--- src/rtl/ts_clkgen_pkg.sv ---
package ts_clkgen_pkg;

    // Output clock source code: bit 1 = manual division, bit 0 = symbol rate disabled
    typedef enum logic [1:0] {
        SRC_SYM = 2'b00,
        SRC_DEC = 2'b01,
        SRC_DIV = 2'b10,
        SRC_EXT = 2'b11
    } src_e;

    localparam logic ADDR_SRC   = 1'b0;
    localparam logic ADDR_RATIO = 1'b1;

endpackage

--- src/rtl/ts_clkgen_regs.sv ---
module ts_clkgen_regs
    import ts_clkgen_pkg::*;
#(
    parameter int unsigned RATIO_W = 8
) (
    input  logic               clk,
    input  logic               rst,
    input  logic               wr_en,
    input  logic               wr_addr,
    input  logic [RATIO_W-1:0] wr_data,
    output src_e               shadow_src,
    output logic [RATIO_W-1:0] shadow_ratio
);

    typedef struct packed {
        src_e               src;
        logic [RATIO_W-1:0] ratio;
    } regs_s;

    regs_s regs_d, regs_q;

    always_comb begin
        regs_d = regs_q;
        if (wr_en) begin
            if (wr_addr == ADDR_SRC) begin
                regs_d.src = src_e'(wr_data[1:0]);
            end else begin
                regs_d.ratio = wr_data;
            end
        end
    end

    always_ff @(posedge clk) begin
        if (rst) begin
            regs_q <= '{src: SRC_SYM, ratio: '0};
        end else begin
            regs_q <= regs_d;
        end
    end

    assign shadow_src   = regs_q.src;
    assign shadow_ratio = regs_q.ratio;

    // a ratio write lands in the shadow register on the capturing edge
    a_r2_ratio_load: assert property (@(posedge clk) disable iff (rst)
        (wr_en && wr_addr == ADDR_RATIO) |=> shadow_ratio == $past(wr_data));

    // a source write lands in the shadow register on the capturing edge
    a_r2_src_load: assert property (@(posedge clk) disable iff (rst)
        (wr_en && wr_addr == ADDR_SRC) |=> shadow_src == src_e'($past(wr_data[1:0])));

endmodule

--- src/rtl/ts_clkgen_extsync.sv ---
module ts_clkgen_extsync #(
    parameter int unsigned STAGES = 2
) (
    input  logic clk,
    input  logic rst,
    input  logic ext_in,
    output logic ext_rise,
    output logic ext_fall
);

    localparam int unsigned CHAIN_W = STAGES + 1;

    logic [CHAIN_W-1:0] chain_d, chain_q;

    always_comb begin
        chain_d = {chain_q[CHAIN_W-2:0], ext_in};
    end

    always_ff @(posedge clk) begin
        if (rst) begin
            chain_q <= '0;
        end else begin
            chain_q <= chain_d;
        end
    end

    // The last synchronized stage compared with one further delayed copy
    assign ext_rise = chain_q[STAGES-1] & ~chain_q[STAGES];
    assign ext_fall = ~chain_q[STAGES-1] & chain_q[STAGES];

    // an edge event lasts a single cycle
    a_r7_rise_single: assert property (@(posedge clk) disable iff (rst)
        ext_rise |=> !ext_rise);

    a_r7_fall_single: assert property (@(posedge clk) disable iff (rst)
        ext_fall |=> !ext_fall);

endmodule

--- src/rtl/ts_clkgen_core.sv ---
module ts_clkgen_core
    import ts_clkgen_pkg::*;
#(
    parameter int unsigned RATIO_W    = 8,
    parameter int unsigned DIV_OFFSET = 6,
    parameter int unsigned CNT_W      = 9
) (
    input  logic               clk,
    input  logic               rst,
    input  src_e               shadow_src,
    input  logic [RATIO_W-1:0] shadow_ratio,
    input  logic               sym_tick,
    input  logic               sym_lock,
    input  logic               dec_tick,
    input  logic               ext_rise,
    input  logic               ext_fall,
    output logic               oclk,
    output logic               oclk_rise
);

    localparam logic [CNT_W-1:0] CNT_IDLE = '1;

    typedef struct packed {
        src_e               src;
        logic [RATIO_W-1:0] ratio;
        logic [CNT_W-1:0]   cnt;
        logic               lvl;
        logic               rise;
    } core_s;

    core_s core_d, core_q;

    logic [CNT_W-1:0] divisor;
    logic [CNT_W-1:0] hi_len;
    logic [CNT_W-1:0] cnt_run;
    logic             hold_off;
    logic             lvl_n;
    logic             rise_n;
    logic             commit;

    always_comb begin
        divisor  = CNT_W'(core_q.ratio) + CNT_W'(DIV_OFFSET);
        hi_len   = divisor >> 1;
        cnt_run  = (core_q.cnt >= divisor - 1'b1) ? '0 : core_q.cnt + 1'b1;
        hold_off = (core_q.src == SRC_SYM) && !sym_lock;

        unique case (core_q.src)
            SRC_SYM: lvl_n = hold_off ? 1'b0 : (core_q.lvl ^ sym_tick);
            SRC_DEC: lvl_n = core_q.lvl ^ dec_tick;
            SRC_DIV: lvl_n = (cnt_run < hi_len);
            SRC_EXT: lvl_n = ext_rise ? 1'b1 : (ext_fall ? 1'b0 : core_q.lvl);
            default: lvl_n = 1'b0;
        endcase

        rise_n = lvl_n & ~core_q.lvl;
        commit = rise_n | hold_off;

        core_d      = core_q;
        core_d.lvl  = lvl_n;
        core_d.rise = rise_n;

        if (commit) begin
            core_d.src   = shadow_src;
            core_d.ratio = shadow_ratio;
        end

        if (commit && shadow_src == SRC_DIV) begin
            // At a rising edge the new period starts with its first high cycle;
            // from hold-off the counter restarts so the next edge rises
            core_d.cnt = rise_n ? '0 : CNT_IDLE;
        end else if (core_q.src == SRC_DIV) begin
            core_d.cnt = cnt_run;
        end else begin
            core_d.cnt = CNT_IDLE;
        end
    end

    always_ff @(posedge clk) begin
        if (rst) begin
            core_q <= '{src: SRC_SYM, ratio: '0, cnt: CNT_IDLE, lvl: 1'b0, rise: 1'b0};
        end else begin
            core_q <= core_d;
        end
    end

    assign oclk      = core_q.lvl;
    assign oclk_rise = core_q.rise;

    // without lock in symbol mode the output is low one edge later
    a_r5_holdoff_low: assert property (@(posedge clk) disable iff (rst)
        (core_q.src == SRC_SYM && !sym_lock) |=> !oclk);

    // the strobe marks only a fresh low-to-high step
    a_r8_rise_edge: assert property (@(posedge clk) disable iff (rst)
        oclk_rise |-> (oclk && !$past(oclk)));

    a_r8_rise_seen: assert property (@(posedge clk) disable iff (rst)
        (oclk && !$past(oclk)) |-> oclk_rise);

    // the active source only changes at an output rising edge or from hold-off
    a_r9_src_deferred: assert property (@(posedge clk) disable iff (rst)
        (core_q.src != $past(core_q.src)) |->
            (oclk_rise || $past(core_q.src == SRC_SYM && !sym_lock)));

    a_r9_ratio_deferred: assert property (@(posedge clk) disable iff (rst)
        (core_q.ratio != $past(core_q.ratio)) |->
            (oclk_rise || $past(core_q.src == SRC_SYM && !sym_lock)));

    // the division counter stays inside the current period
    a_r3_cnt_bound: assert property (@(posedge clk) disable iff (rst)
        (core_q.src == SRC_DIV && core_q.cnt != CNT_IDLE) |-> (core_q.cnt < divisor));

endmodule

--- src/rtl/ts_clkgen.sv ---
module ts_clkgen
    import ts_clkgen_pkg::*;
#(
    parameter int unsigned RATIO_W     = 8,
    parameter int unsigned DIV_OFFSET  = 6,
    parameter int unsigned SYNC_STAGES = 2
) (
    input  logic               clk,
    input  logic               rst,
    input  logic               cfg_we,
    input  logic               cfg_addr,
    input  logic [RATIO_W-1:0] cfg_wdata,
    input  logic               sym_tick,
    input  logic               sym_lock,
    input  logic               dec_tick,
    input  logic               ext_clk,
    output logic               oclk,
    output logic               oclk_rise
);

    localparam int unsigned MAX_DIV = (1 << RATIO_W) - 1 + DIV_OFFSET;
    localparam int unsigned CNT_W   = $clog2(MAX_DIV + 1);

    src_e               shadow_src;
    logic [RATIO_W-1:0] shadow_ratio;
    logic               ext_rise;
    logic               ext_fall;

    ts_clkgen_regs #(
        .RATIO_W (RATIO_W)
    ) regs_i (
        .clk          (clk),
        .rst          (rst),
        .wr_en        (cfg_we),
        .wr_addr      (cfg_addr),
        .wr_data      (cfg_wdata),
        .shadow_src   (shadow_src),
        .shadow_ratio (shadow_ratio)
    );

    ts_clkgen_extsync #(
        .STAGES (SYNC_STAGES)
    ) sync_i (
        .clk      (clk),
        .rst      (rst),
        .ext_in   (ext_clk),
        .ext_rise (ext_rise),
        .ext_fall (ext_fall)
    );

    ts_clkgen_core #(
        .RATIO_W    (RATIO_W),
        .DIV_OFFSET (DIV_OFFSET),
        .CNT_W      (CNT_W)
    ) core_i (
        .clk          (clk),
        .rst          (rst),
        .shadow_src   (shadow_src),
        .shadow_ratio (shadow_ratio),
        .sym_tick     (sym_tick),
        .sym_lock     (sym_lock),
        .dec_tick     (dec_tick),
        .ext_rise     (ext_rise),
        .ext_fall     (ext_fall),
        .oclk         (oclk),
        .oclk_rise    (oclk_rise)
    );

    // reset leaves the output idle
    a_r1_reset_idle: assert property (@(posedge clk)
        $past(rst) |-> (!oclk_rise && (!oclk || !rst)));

endmodule

--- config.mk ---
export PLATFORM = sky130hd
export DESIGN_NAME = ts_clkgen
export DESIGN_NICKNAME = d
export VERILOG_FILES = /design/src/rtl/ts_clkgen_pkg.sv /design/src/rtl/ts_clkgen_regs.sv /design/src/rtl/ts_clkgen_extsync.sv /design/src/rtl/ts_clkgen_core.sv /design/src/rtl/ts_clkgen.sv
export SDC_FILE = /design/constraint.sdc
export NUM_CORES = 1
export LEC_CHECK = 0
export BUFFER_PORTS_ARGS = -buffer_cell sky130_fd_sc_hd__buf_2
export CORE_MARGIN = 3
export CORE_UTILIZATION = 31
export DETAILED_ROUTE_END_ITERATION = 12
export PLACE_DENSITY = 0.49
export SYNTH_ARGS = -nofsm -noshare
export SYNTH_HDL_FRONTEND = slang
export SYNTH_SLANG_ARGS = --single-unit
--- constraint.sdc ---
create_clock -name clk -period 4.85 [get_ports clk]
set_input_delay 0.485 -clock clk [delete_from_list [all_inputs] [get_ports clk]]
set_output_delay 0.485 -clock clk [all_outputs]
set_load 0.005 [all_outputs]
### Yosys cells after proc, flatten, opt, wreduce, memory -nomap -nowiden

Cells that the tools add are included.

| word-level totals | value |
|---|---|
| register bits after elaboration | 34 |

| operators by class | value |
|---|---|
| add/sub/neg operators | 3 |
| magnitude comparators | 2 |
| equal/unequal tests | 4 |
| multiplexer cells | 8 |
| bitwise operators | 10 |
| reduce and logical (&&, ||, !) cells | 6 |

Operators with widths:

| cell | count |
|---|---|
| 2-to-1 mux 9 bit | 4 |
| adder 8 x 3 -> 9 bit, second input constant | 1 |
| adder 9 x 1 -> 9 bit, second input constant | 1 |
| >= comparator 9 bit | 1 |
| < comparator 9 x 8 -> 1 bit | 1 |
| subtractor 9 x 1 -> 9 bit, second input constant | 1 |
| equality test 2 bit, second input constant | 3 |
| NOT 1 bit | 4 |
| case mux 1 bit (4 select lines) | 1 |
| AND reduction 2 bit | 2 |
| AND 1 bit | 3 |
| 2-to-1 mux 1 bit | 3 |
| equality test 2 x 1 -> 1 bit, second input constant | 1 |
| logical AND 1 bit | 2 |
| logical NOT 2 bit | 1 |
| XOR 1 bit | 2 |
| logical NOT 1 bit | 1 |
| bitwise OR 1 bit | 1 |

### Logic depth before layout (Yosys ltp)

Gate-level depths: netlist of the first run.

| depth | value |
|---|---|
| depth in word-level cells | 10 |
| depth in mapped cells | 23 |

### Hierarchy

A second synthesis of the first run with hierarchy kept.

| second synthesis, totals | value |
|---|---|
| cell total of the unflattened synthesis | 256 |
| area total of the unflattened synthesis | 2,277.2 µm² |

Modules (own cells, without submodules):

| module | instances | cells each | area each (µm²) | seq. area each (µm²) |
|---|---|---|---|---|
| ts_clkgen_core | 1 | 205 | 1,736.7 | 420.4 |
| ts_clkgen_regs | 1 | 43 | 449.2 | 200.2 |
| ts_clkgen_extsync | 1 | 8 | 91.3 | 60.1 |

### Worst setup path before layout of the first run

Ideal clock, no wire load.

| timing | value |
|---|---|
| path type | register to register |
| start | register core_i.core_q[12] (netlist name) |
| end | register core_i.core_q[10] (netlist name) |
| setup time | 0.071 ns |
| data arrival time | 4.335 ns |
| data required time | 4.779 ns |
| slack | 0.444 ns |
| cell stages (with the launch flop) | 24 |
| period minus slack after synthesis | 4.406 ns |
| cells stage by stage | dfxtp_1 > inv_1 > ha_1 > xor2_1 > and3_1 > nand3_1 > nor2_1 > xor2_1 > ha_1 > a21oi_1 > o21ai_0 > a21oi_1 > nand2_1 > nor2_1 > ha_1 > and3_1 > a221oi_1 > o21ai_1 > a31oi_4 > o21ai_2 > buf_6 > a211o_1 > buf_6 > a21oi_1 |

| between the ends | value |
|---|---|
| longest elaborated chain between the ends | 10 |

RTL lines:

| item | line | text |
|---|---|---|
| start, declared | ts_clkgen_core.sv:31 | `core_s core_d, core_q;` |
| start signal, assigned | ts_clkgen_core.sv:80 | `core_q <= '{src: SRC_SYM, ratio: '0, cnt: CNT_IDLE, lvl: 1'b0, rise: 1'b0};` |
| start signal, assigned | ts_clkgen_core.sv:82 | `core_q <= core_d;` |
| adder 8 x 3 -> 9 bit * | ts_clkgen_core.sv:42 | `divisor = CNT_W'(core_q.ratio) + CNT_W'(DIV_OFFSET);` |
| subtractor 9 x 1 -> 9 bit | ts_clkgen_core.sv:44 | `cnt_run = (core_q.cnt >= divisor - 1'b1) ? '0 : core_q.cnt + 1'b1;` |
| >= comparator 9 bit | ts_clkgen_core.sv:44 |  |
| 2-to-1 mux 9 bit | ts_clkgen_core.sv:44 |  |
| < comparator 9 x 8 -> 1 bit | ts_clkgen_core.sv:50 | `SRC_DIV: lvl_n = (cnt_run < hi_len);` |
| case mux 1 bit (4 select lines) | ts_clkgen_core.sv:47 | `unique case (core_q.src)` |
| AND 1 bit | ts_clkgen_core.sv:55 | `rise_n = lvl_n & ~core_q.lvl;` |
| bitwise OR 1 bit | ts_clkgen_core.sv:56 | `commit = rise_n \| hold_off;` |
| logical AND 1 bit | ts_clkgen_core.sv:67 | `if (commit && shadow_src == SRC_DIV) begin` |
| 2-to-1 mux 9 bit * | ts_clkgen_core.sv:67 |  |

Every way passes the cells marked *; elsewhere a longest branch is shown, timed or not.
A chain may end at the register's enable or synchronous reset.

### Worst setup path in the final report of the first run

| timing | value |
|---|---|
| start | register core_i.core_q[12] (netlist name) |
| end | register core_i.core_q[5] (netlist name) |

The elaborated chain is that of the path after synthesis.

==> results.toml, run 1 <==
[cts]
root_buffer = "clkbuf_8"
cts_hold_buf = 0
clkSinkCount = 34
cts_buffers = 5
clkLatencyLatePin_ps = 280
cts-htree-levels = 2
path_clk_slew_ps = 70
cts_tree = "done"
clockBufferDepth = 2

[yosys]
synth_edf_count = 0
ys_ff_latch = 34
syn_avg_cell_area_sq_um = 8.17
syn_nets = 292
synth_seq_area_share_pct = 32.5
yosys_warnings = 0
synthesis.area_sq_um = 2090
synthFlopType = "dfxtp_1"
syn_inst = 256
async_flop_share_pct = 0
yosysUniqueCellTypes = 38

[floorplan]
io_pins = 18
die_h_um = 88.2
core_sq_um = 6460
die_width_um = 88.2
rows = 29
die_area_sq_um = 7770
start_util_pct = 32.4

[layout]
area_delta_synth_final_pct = 13.0
drive_gt1_share_pct = 15.0
fin_area_sq_um = 2360
fin_util_pct = 36.6
diodes = 0
fin_nets = 309

[detailed_routing]
drtIter0Drc = 72
drc_errors = 0
wire_per_inst_um = 12.8
ant_nets = 0
wirelength_mm = 4.49
drtPass1Iterations = 4
via_per_inst = 4.93
via_count = 1729

[pwr]
p_per_area_nw_per_um2 = 275
ir_worst_vdd_v = 0.000161
p_leak_uw = 0.000959

[setup_path]
cp-end-kind = "register"
worstPathArrival_ps = 4640
reg2reg_setup_slack_ps = 420
worstSetupPathType = "reg2reg"
critPathLaunchType = "register"
cp_max_fo = 9
worst_ep_required_time_ps = 5060

[place]
port_buffers = 17
gp_congestion = 0.817
dpl.hpwl_mm = 3.54
dpl_cell_area_sq_um = 2230

[timing]
drv_slew = 0
finalHoldViolations = 0
worst_pin_slew_ps = 782
post-route-period-util_pct = 91.3
rsz0062_at_grt = "no"
period_minus_slack_ps = 4430
fmax_mhz = 226
finalClockSkew_ps = 8.39
max_slew_margin_pct = 47.5
fin_setup_tns_ps = 0
setup_viol = 0

[global_route]
grt_pass1_wl_mm = 7.76
globalRouteOverflowTotal = 0
grt_max_degree = 27
grt_pass1_vias = 1686
track_usage_pct = 12.6
antenna_found_initial = 0

[status]
status = "finished, final reports clean"

[hold_path]
hold_path.class = "in2reg"

[run]
maxCapViolCount = 0
## worst paths after layout
path,from,depth (start not counted),end
worst max register to register,core_i.core_q[12],21,core_i.core_q[5]
worst min register to register,sync_i.chain_q[0],1,sync_i.chain_q[1]
worst max-delay path,core_i.core_q[12],21,core_i.core_q[5]
worst min-delay path,ext_clk,2,sync_i.chain_q[0]
## cells in the final DEF, fill, tap and decap left out, types with 2 or more instances in the layout
master / instances
buf_2: 17
o21ai_2: 2
buf_4: 4
a21oi_1: 36
o21a_1: 2
dfxtp_1: 33
xor2_1: 12
and3_1: 4
nor3_1: 3
xnor2_1: 7
nand3_1: 26
inv_1: 9
o21ai_0: 16
nand2_1: 19
clkbuf_8: 5
a211oi_1: 3
ha_1: 20
a21o_1: 3
nand4_1: 3
nor2b_1: 4
or2_2: 2
nor2_1: 21
or3_1: 2
## flip-flops by register name, indices dropped and copies added (netlist names)
signal               cells
core_i.core_q           19
core_i.oclk              1
core_i.oclk_rise         1
regs_i.shadow_ratio      8
regs_i.shadow_src        2
sync_i.chain_q           3
## critical path: stages (launching register included)
cell	delay (ps)
dfxtp_2	370
inv_1	70
ha_1	230
nor2_1	180
xnor2_2	180
nand3_1	180
nor2_1	160
xor2_1	160
ha_1	280
a21oi_1	140
o21ai_0	120
a21oi_2	160
buf_4	150
and3_1	210
ha_1	270
a21o_1	190
a221oi_1	250
o21ai_1	130
a31oi_4	220
o21ai_2	110
a211o_2	430
a21oi_1	170
## cell usage after synthesis, drive strengths merged (2+ instances only)
cell type,count,area share [%]
a211oi,3,1.1
a21o,3,1.1
a21oi,37,8.9
and3,4,1.2
buf,6,2.2
clkbuf,5,0.90
dfxtp,34,33
ha,20,12
inv,9,1.6
nand2,20,3.6
nand2b,2,0.96
nand3,26,6.2
nand4,3,0.90
nor2,21,3.8
nor2b,4,1.2
nor3,3,0.72
o211ai,2,0.96
o21a,2,0.72
o21ai,19,4.9
or2,2,0.60
or3,2,0.60
xnor2,8,3.3
xor2,12,5.0
## through the flow
step	hold slack (ps)	cells	worst slack [ps]	power (uW)
2_1_floorplan	414	256	444	380
3_3_place_gp	441	342	102	406
3_5_place_dp	435	342	114	405
4_1_cts	416	350	93.4	661
5_1_grt	427	351	42.8	687
6_report	429	351	422	650
## final cells by class
type                       count  area [sq um]
clock buffer                   6          72.6
clock inverter                 2          37.5
timing repair buffer          21           115
inverter                       9          33.8
tap                           77          96.3
multi-input combinational    202          1330
fill                         681          4090
sequential                    34           682
## repair_timing
action / CTS / global route
setup endpoints to repair: 0 / 19
setup buffers: 0 / 1
gates resized for setup: 0 / 5
## per-layer routing
| layer | vias up | GRT usage [%] | part of all wire, % |
|---|---|---|---|
| li1 | 935 | - | - |
| met4 | 0 | 4.53 | 2.0 |
| met2 | 30 | 21.4 | 47 |
| met5 | - | 0 | 0 |
| met3 | 9 | 3.01 | 3.1 |
| met1 | 755 | 15.5 | 48 |
## cell families (layout without fill, tap and decap cells)
family / Yosys count / in the layout / synth area share [%]
muxes: 1 / 1 / 0.478
AOI/OAI and AO/OA: 70 / 70 / 20.8
xor gates and xnor gates: 20 / 20 / 8.37
and+or+nand+nor: 91 / 91 / 21.2
DFF: 34 / 34 / 32.5
adders and majority gates: 20 / 20 / 12.0
buffers and inverters: 20 / 38 / 4.72
## power breakdown
part           leakage [uW]  internal (uW)  switching (uW)
Sequential         0.000278            290            10.8
Clock             0.0000514            153            97.9
Combinational      0.000629           41.3            56.8
Total              0.000959            485             165
No activity file was read; power rests on OpenSTA's default activity.
==> inputs of run 2 (changes only) <==
- GPL_TIMING_DRIVEN: unset -> 0
- PLACE_DENSITY: 0.49 -> unset
- PLACE_DENSITY_LB_ADDON: unset -> 0.05
==> results.toml, run 2 (same netlist as run 1, synthesis figures left out) <==
[place]
port_buffers = 16
dpl.hpwl_mm = 3.84
gp_congestion = 0.707
dpl_cell_area_sq_um = 2270
pre_cts_ws_ps = -574

[cts]
cts_tree = "done"
cts-htree-levels = 2
clockBufferDepth = 2
clkSinkCount = 34
root_buffer = "clkbuf_8"
path_clk_slew_ps = 70
clkLatencyLatePin_ps = 280
cts_buffers = 5

[floorplan]
rows = 29
die_h_um = 88.2
io_pins = 18
die_area_sq_um = 7770
die_width_um = 88.2
core_sq_um = 6460
start_util_pct = 32.4

[detailed_routing]
wirelength_mm = 5.07
via_per_inst = 4.98
via_count = 1798
drtIter0Drc = 68
ant_nets = 0
drtPass1Iterations = 4
drc_errors = 0
wire_per_inst_um = 14.1

[timing]
setup_viol = 0
fin_setup_tns_ps = 0
period_minus_slack_ps = 4520
max_slew_margin_pct = 43.4
finalHoldViolations = 0
rsz0062_at_grt = "no"
worst_pin_slew_ps = 843
finalClockSkew_ps = 3.80
timing.final.ws_setup_ps = 333
fmax_mhz = 221
holdWs_ps = 438
post-route-period-util_pct = 93.1
drv_slew = 0

[layout]
fill_cells = 699
most-common-layout-cells = "a21oi_1 (36), dfxtp_1 (33), nand3_1 (25)"
regMostFlops = "core_i.core_q"
largest_reg_flops = 19
fin_area_sq_um = 2480
fin_nets = 319
final_common_cell = "a21oi_1"
area_delta_synth_final_pct = 18.4
diodes = 0
drive_gt1_share_pct = 19.7

[setup_path]
cp_max_fo = 10
worstReg2RegStart = "core_i.core_q[12]"
startpoint = "core_i.core_q[12]"
critPathLaunchType = "register"
worstSetupPathType = "reg2reg"
worstPathArrival_ps = 4730
cp-end-kind = "register"
worst_ep_required_time_ps = 5070

[status]
status = "finished, final reports clean"

[global_route]
grt_max_degree = 11
grt_pass1_vias = 1769
grt_pass1_wl_mm = 8.76
globalRouteOverflowTotal = 0
antenna_found_initial = 0
track_usage_pct = 14.6

[hold_path]
hold_path.class = "reg2reg"
hold_start = "sync_i.chain_q[0]"

[pwr]
ir_worst_vdd_v = 0.000117
p_leak_uw = 0.000992
p_per_area_nw_per_um2 = 254

[run]
maxCapViolCount = 0
run 2: changes by cell type in the layout (fill, tap and decap cells not counted), moves of 2 or more:
cell | before | now
xor2_1 | 12 | 10
clkbuf_1 | 1 | 6
buf_1 | 0 | 2
buf_6 | 0 | 3
nor2_1 | 21 | 15
nor2_2 | 0 | 6
xor2_2 | 0 | 2
run 2: power by group:
part           switching (uW)  total (uW)  leakage, uW  internal, uW
Combinational            62.2         108     0.000666          45.9
Clock                     105         220    0.0000482           115
Sequential               10.0         300     0.000278           290
Total                     178         628     0.000992           450
run 2: critical path, stage by stage, from the launching register on:
cell and delay (ps):
dfxtp_4 370, inv_1 110, ha_4 180, xor2_2 170, and3_1 230, nand3_2 110, nor2_2 140, xor2_1 150
ha_1 270, a21oi_1 130, o21ai_0 110, a21oi_2 190, buf_4 160, and3_1 210, ha_1 260, a21o_1 190
a221oi_2 230, o21ai_1 130, a31oi_4 250, o21ai_2 120, buf_6 150, a211o_1 310, buf_6 140, a21oi_1 120
run 2: per-layer routing:
metal,track usage [%],part of all wire [%],up-vias
met5,0,0,-
met4,4.12,1.3,0
met3,3.10,2.8,6
met2,24.0,46,20
met1,19.2,50,819
li1,-,-,953
run 2: worst paths after layout:
path / end / slack [ps] / depth (start not counted)
hold reg to reg: sync_i.chain_q[1] / 440 / 1
hold / removal: sync_i.chain_q[1] / 440 / 1
setup reg to reg: core_i.core_q[4] / 330 / 23
setup / recovery: core_i.core_q[4] / 330 / 23
run 2: timing repair:
item	in CTS	in global routing
buffers inserted	3	1
endpoints found under the setup margin	19	19
resized for setup	8	12
hold buffers	0	0
pin swaps	1	0
run 2: final cells by class:
cell class	count	area [sq um]	share of cell area [%]
Buffer	11	65.1	2.63
Timing Repair Buffer	20	110	4.45
Multi-Input combinational cell	202	1400	56.3
Inverter	9	33.8	1.36
Clock inverter	1	5.00	0.202
Tap cell	77	96.3	3.89
Sequential cell	34	684	27.6
Clock buffer	7	86.3	3.49
run 2: per-stage QoR:
step | power, uW | cells | utilization, %
floorplan | 380 | 256 | -
global placement | 408 | 349 | 35.1
detailed placement | 409 | 349 | 35.1
CTS | 637 | 360 | 37.3
global route | 668 | 361 | 38.3
finish | 628 | 361 | 38.3
==> inputs of run 3 (changes only) <==
- REMOVE_ABC_BUFFERS: unset -> 1
==> results.toml, run 3 (same netlist as run 1, synthesis figures left out) <==
[cts]
clkLatencyLatePin_ps = 280
cts-htree-levels = 2
path_clk_slew_ps = 70
cts_tree = "done"
clkSinkCount = 34
clockBufferDepth = 2
cts_buffers = 5
root_buffer = "clkbuf_8"

[detailed_routing]
drc_errors = 0
wirelength_mm = 4.73
wire_per_inst_um = 13.4
drtPass1Iterations = 4
ant_nets = 0
drtIter0Drc = 45
via_per_inst = 4.97
via_count = 1755

[setup_path]
critPathLaunchType = "register"
critPathMaxStageDelay_ps = 380
worstSetupPathType = "reg2reg"
cp_max_fo = 11
worst_ep_required_time_ps = 5020
cpLargestDelayFamily = "compound AO/OA/AOI/OAI gates"
path_buf_inv = 3
cp_slowest_cell = "dfxtp_2"
cp-end-kind = "register"
worstPathArrival_ps = 4650
path_cells = "inv_1 > ha_2 > nor3b_2 > xnor2_2 > nand2_1 > nor2_1 > xor2_1 > ha_1 > a21oi_1 > o21ai_0 > a21oi_2 > buf_4 > and3_1 > ha_1 > a21o_1 > a221oi_1 > o21ai_1 > a31oi_4 > o21ai_4 > a2111oi_4 > buf_6 > a21oi_1"

[layout]
most-common-layout-cells = "a21oi_1 (36), dfxtp_1 (33), nand3_1 (25)"
area_delta_synth_final_pct = 16.6
final_common_cell = "a21oi_1"
diodes = 0
largest_reg_flops = 19
fin_nets = 313
drive_gt1_share_pct = 20.3
regMostFlops = "core_i.core_q"
fill_cells = 695
fin_util_pct = 37.8

[floorplan]
start_util_pct = 32.4
rows = 29
io_pins = 18
die_area_sq_um = 7770
core_sq_um = 6460
die_width_um = 88.2
die_h_um = 88.2

[timing]
post-route-period-util_pct = 92.4
drv_slew = 0
worst_pin_slew_ps = 759
max_slew_margin_pct = 49.0
setup_viol = 0
finalClockSkew_ps = 4.28
fin_setup_tns_ps = 0
period_minus_slack_ps = 4480
rsz0062_at_grt = "no"
finalHoldViolations = 0
fmax_mhz = 223

[pwr]
p_leak_uw = 0.000972
p_per_area_nw_per_um2 = 250
ir_worst_vdd_v = 0.000132

[global_route]
track_usage_pct = 13.7
antenna_found_initial = 0
use_met2_pct = 22.4
grtUsageMet1_pct = 17.6
globalRouteOverflowTotal = 0
grt_max_degree = 27
grt_pass1_vias = 1686
grt_pass1_wl_mm = 8.20
top_usage_layer = "met2"
use_met3_pct = 3.67

[place]
gp_congestion = 0.758
port_buffers = 17
dpl.hpwl_mm = 3.64

[status]
status = "finished, final reports clean"

[hold_path]
hold_path.class = "in2reg"

[run]
maxCapViolCount = 0
## run 3: cell count changes in the layout (fill, tap and decap cells not counted), sizes merged
| cell | previous run | this run |
|---|---|---|
| buf | 26 | 25 |
| clkbuf | 12 | 6 |
| clkinv | 1 | 0 |
## run 3: power by group
part | total (uW) | switching [uW] | internal [uW]
combinational | 102 | 58.3 | 44.1
clock | 207 | 97.4 | 110
sequential | 301 | 11.2 | 290
total | 611 | 167 | 444
## run 3: final timing paths
check	endpoint	slack, ps	start	depth (start not counted)
worst min register to register	regs_i.shadow_ratio[0]	450	regs_i.shadow_ratio[0]	2
worst min-delay path	sync_i.chain_q[0]	410	ext_clk	2
worst max-delay path	core_i.core_q[10]	370	core_i.core_q[12]	22
worst max register to register	core_i.core_q[10]	370	core_i.core_q[12]	22
## run 3: per-stage QoR
step	hold slack, ps	total power [uW]	instance area, sq um	worst slack [ps]	instances
2_1_floorplan	414	371	2030	383	245
3_3_place_gp	444	402	2210	-681	339
3_5_place_dp	444	402	2210	-681	339
4_1_cts	404	618	2330	39.7	347
5_1_grt	401	654	2440	33.6	353
6_report	412	611	2440	370	353
## run 3: repair_timing
item,4_1_cts,5_1_grt
setup endpoints to repair,19,20
pin swaps,1,2
buffers inserted,2,6
resized for setup,7,14
hold buffers,0,0
## run 3: area by class of cell
class,count,area (sq um),area share [%]
clock buffer,6,82.6,3.38
inverter,9,33.8,1.38
multi-input combinational,202,1400,57.2
sequential,34,682,27.9
timing repair buffer,25,149,6.10
tap,77,96.3,3.95
## run 3: routing by layer
metal | share of wire, % | wire [um]
met1 | 47 | 2240
met2 | 48 | 2250
met3 | 4.0 | 188
met4 | 1.1 | 51
met5 | 0 | 0
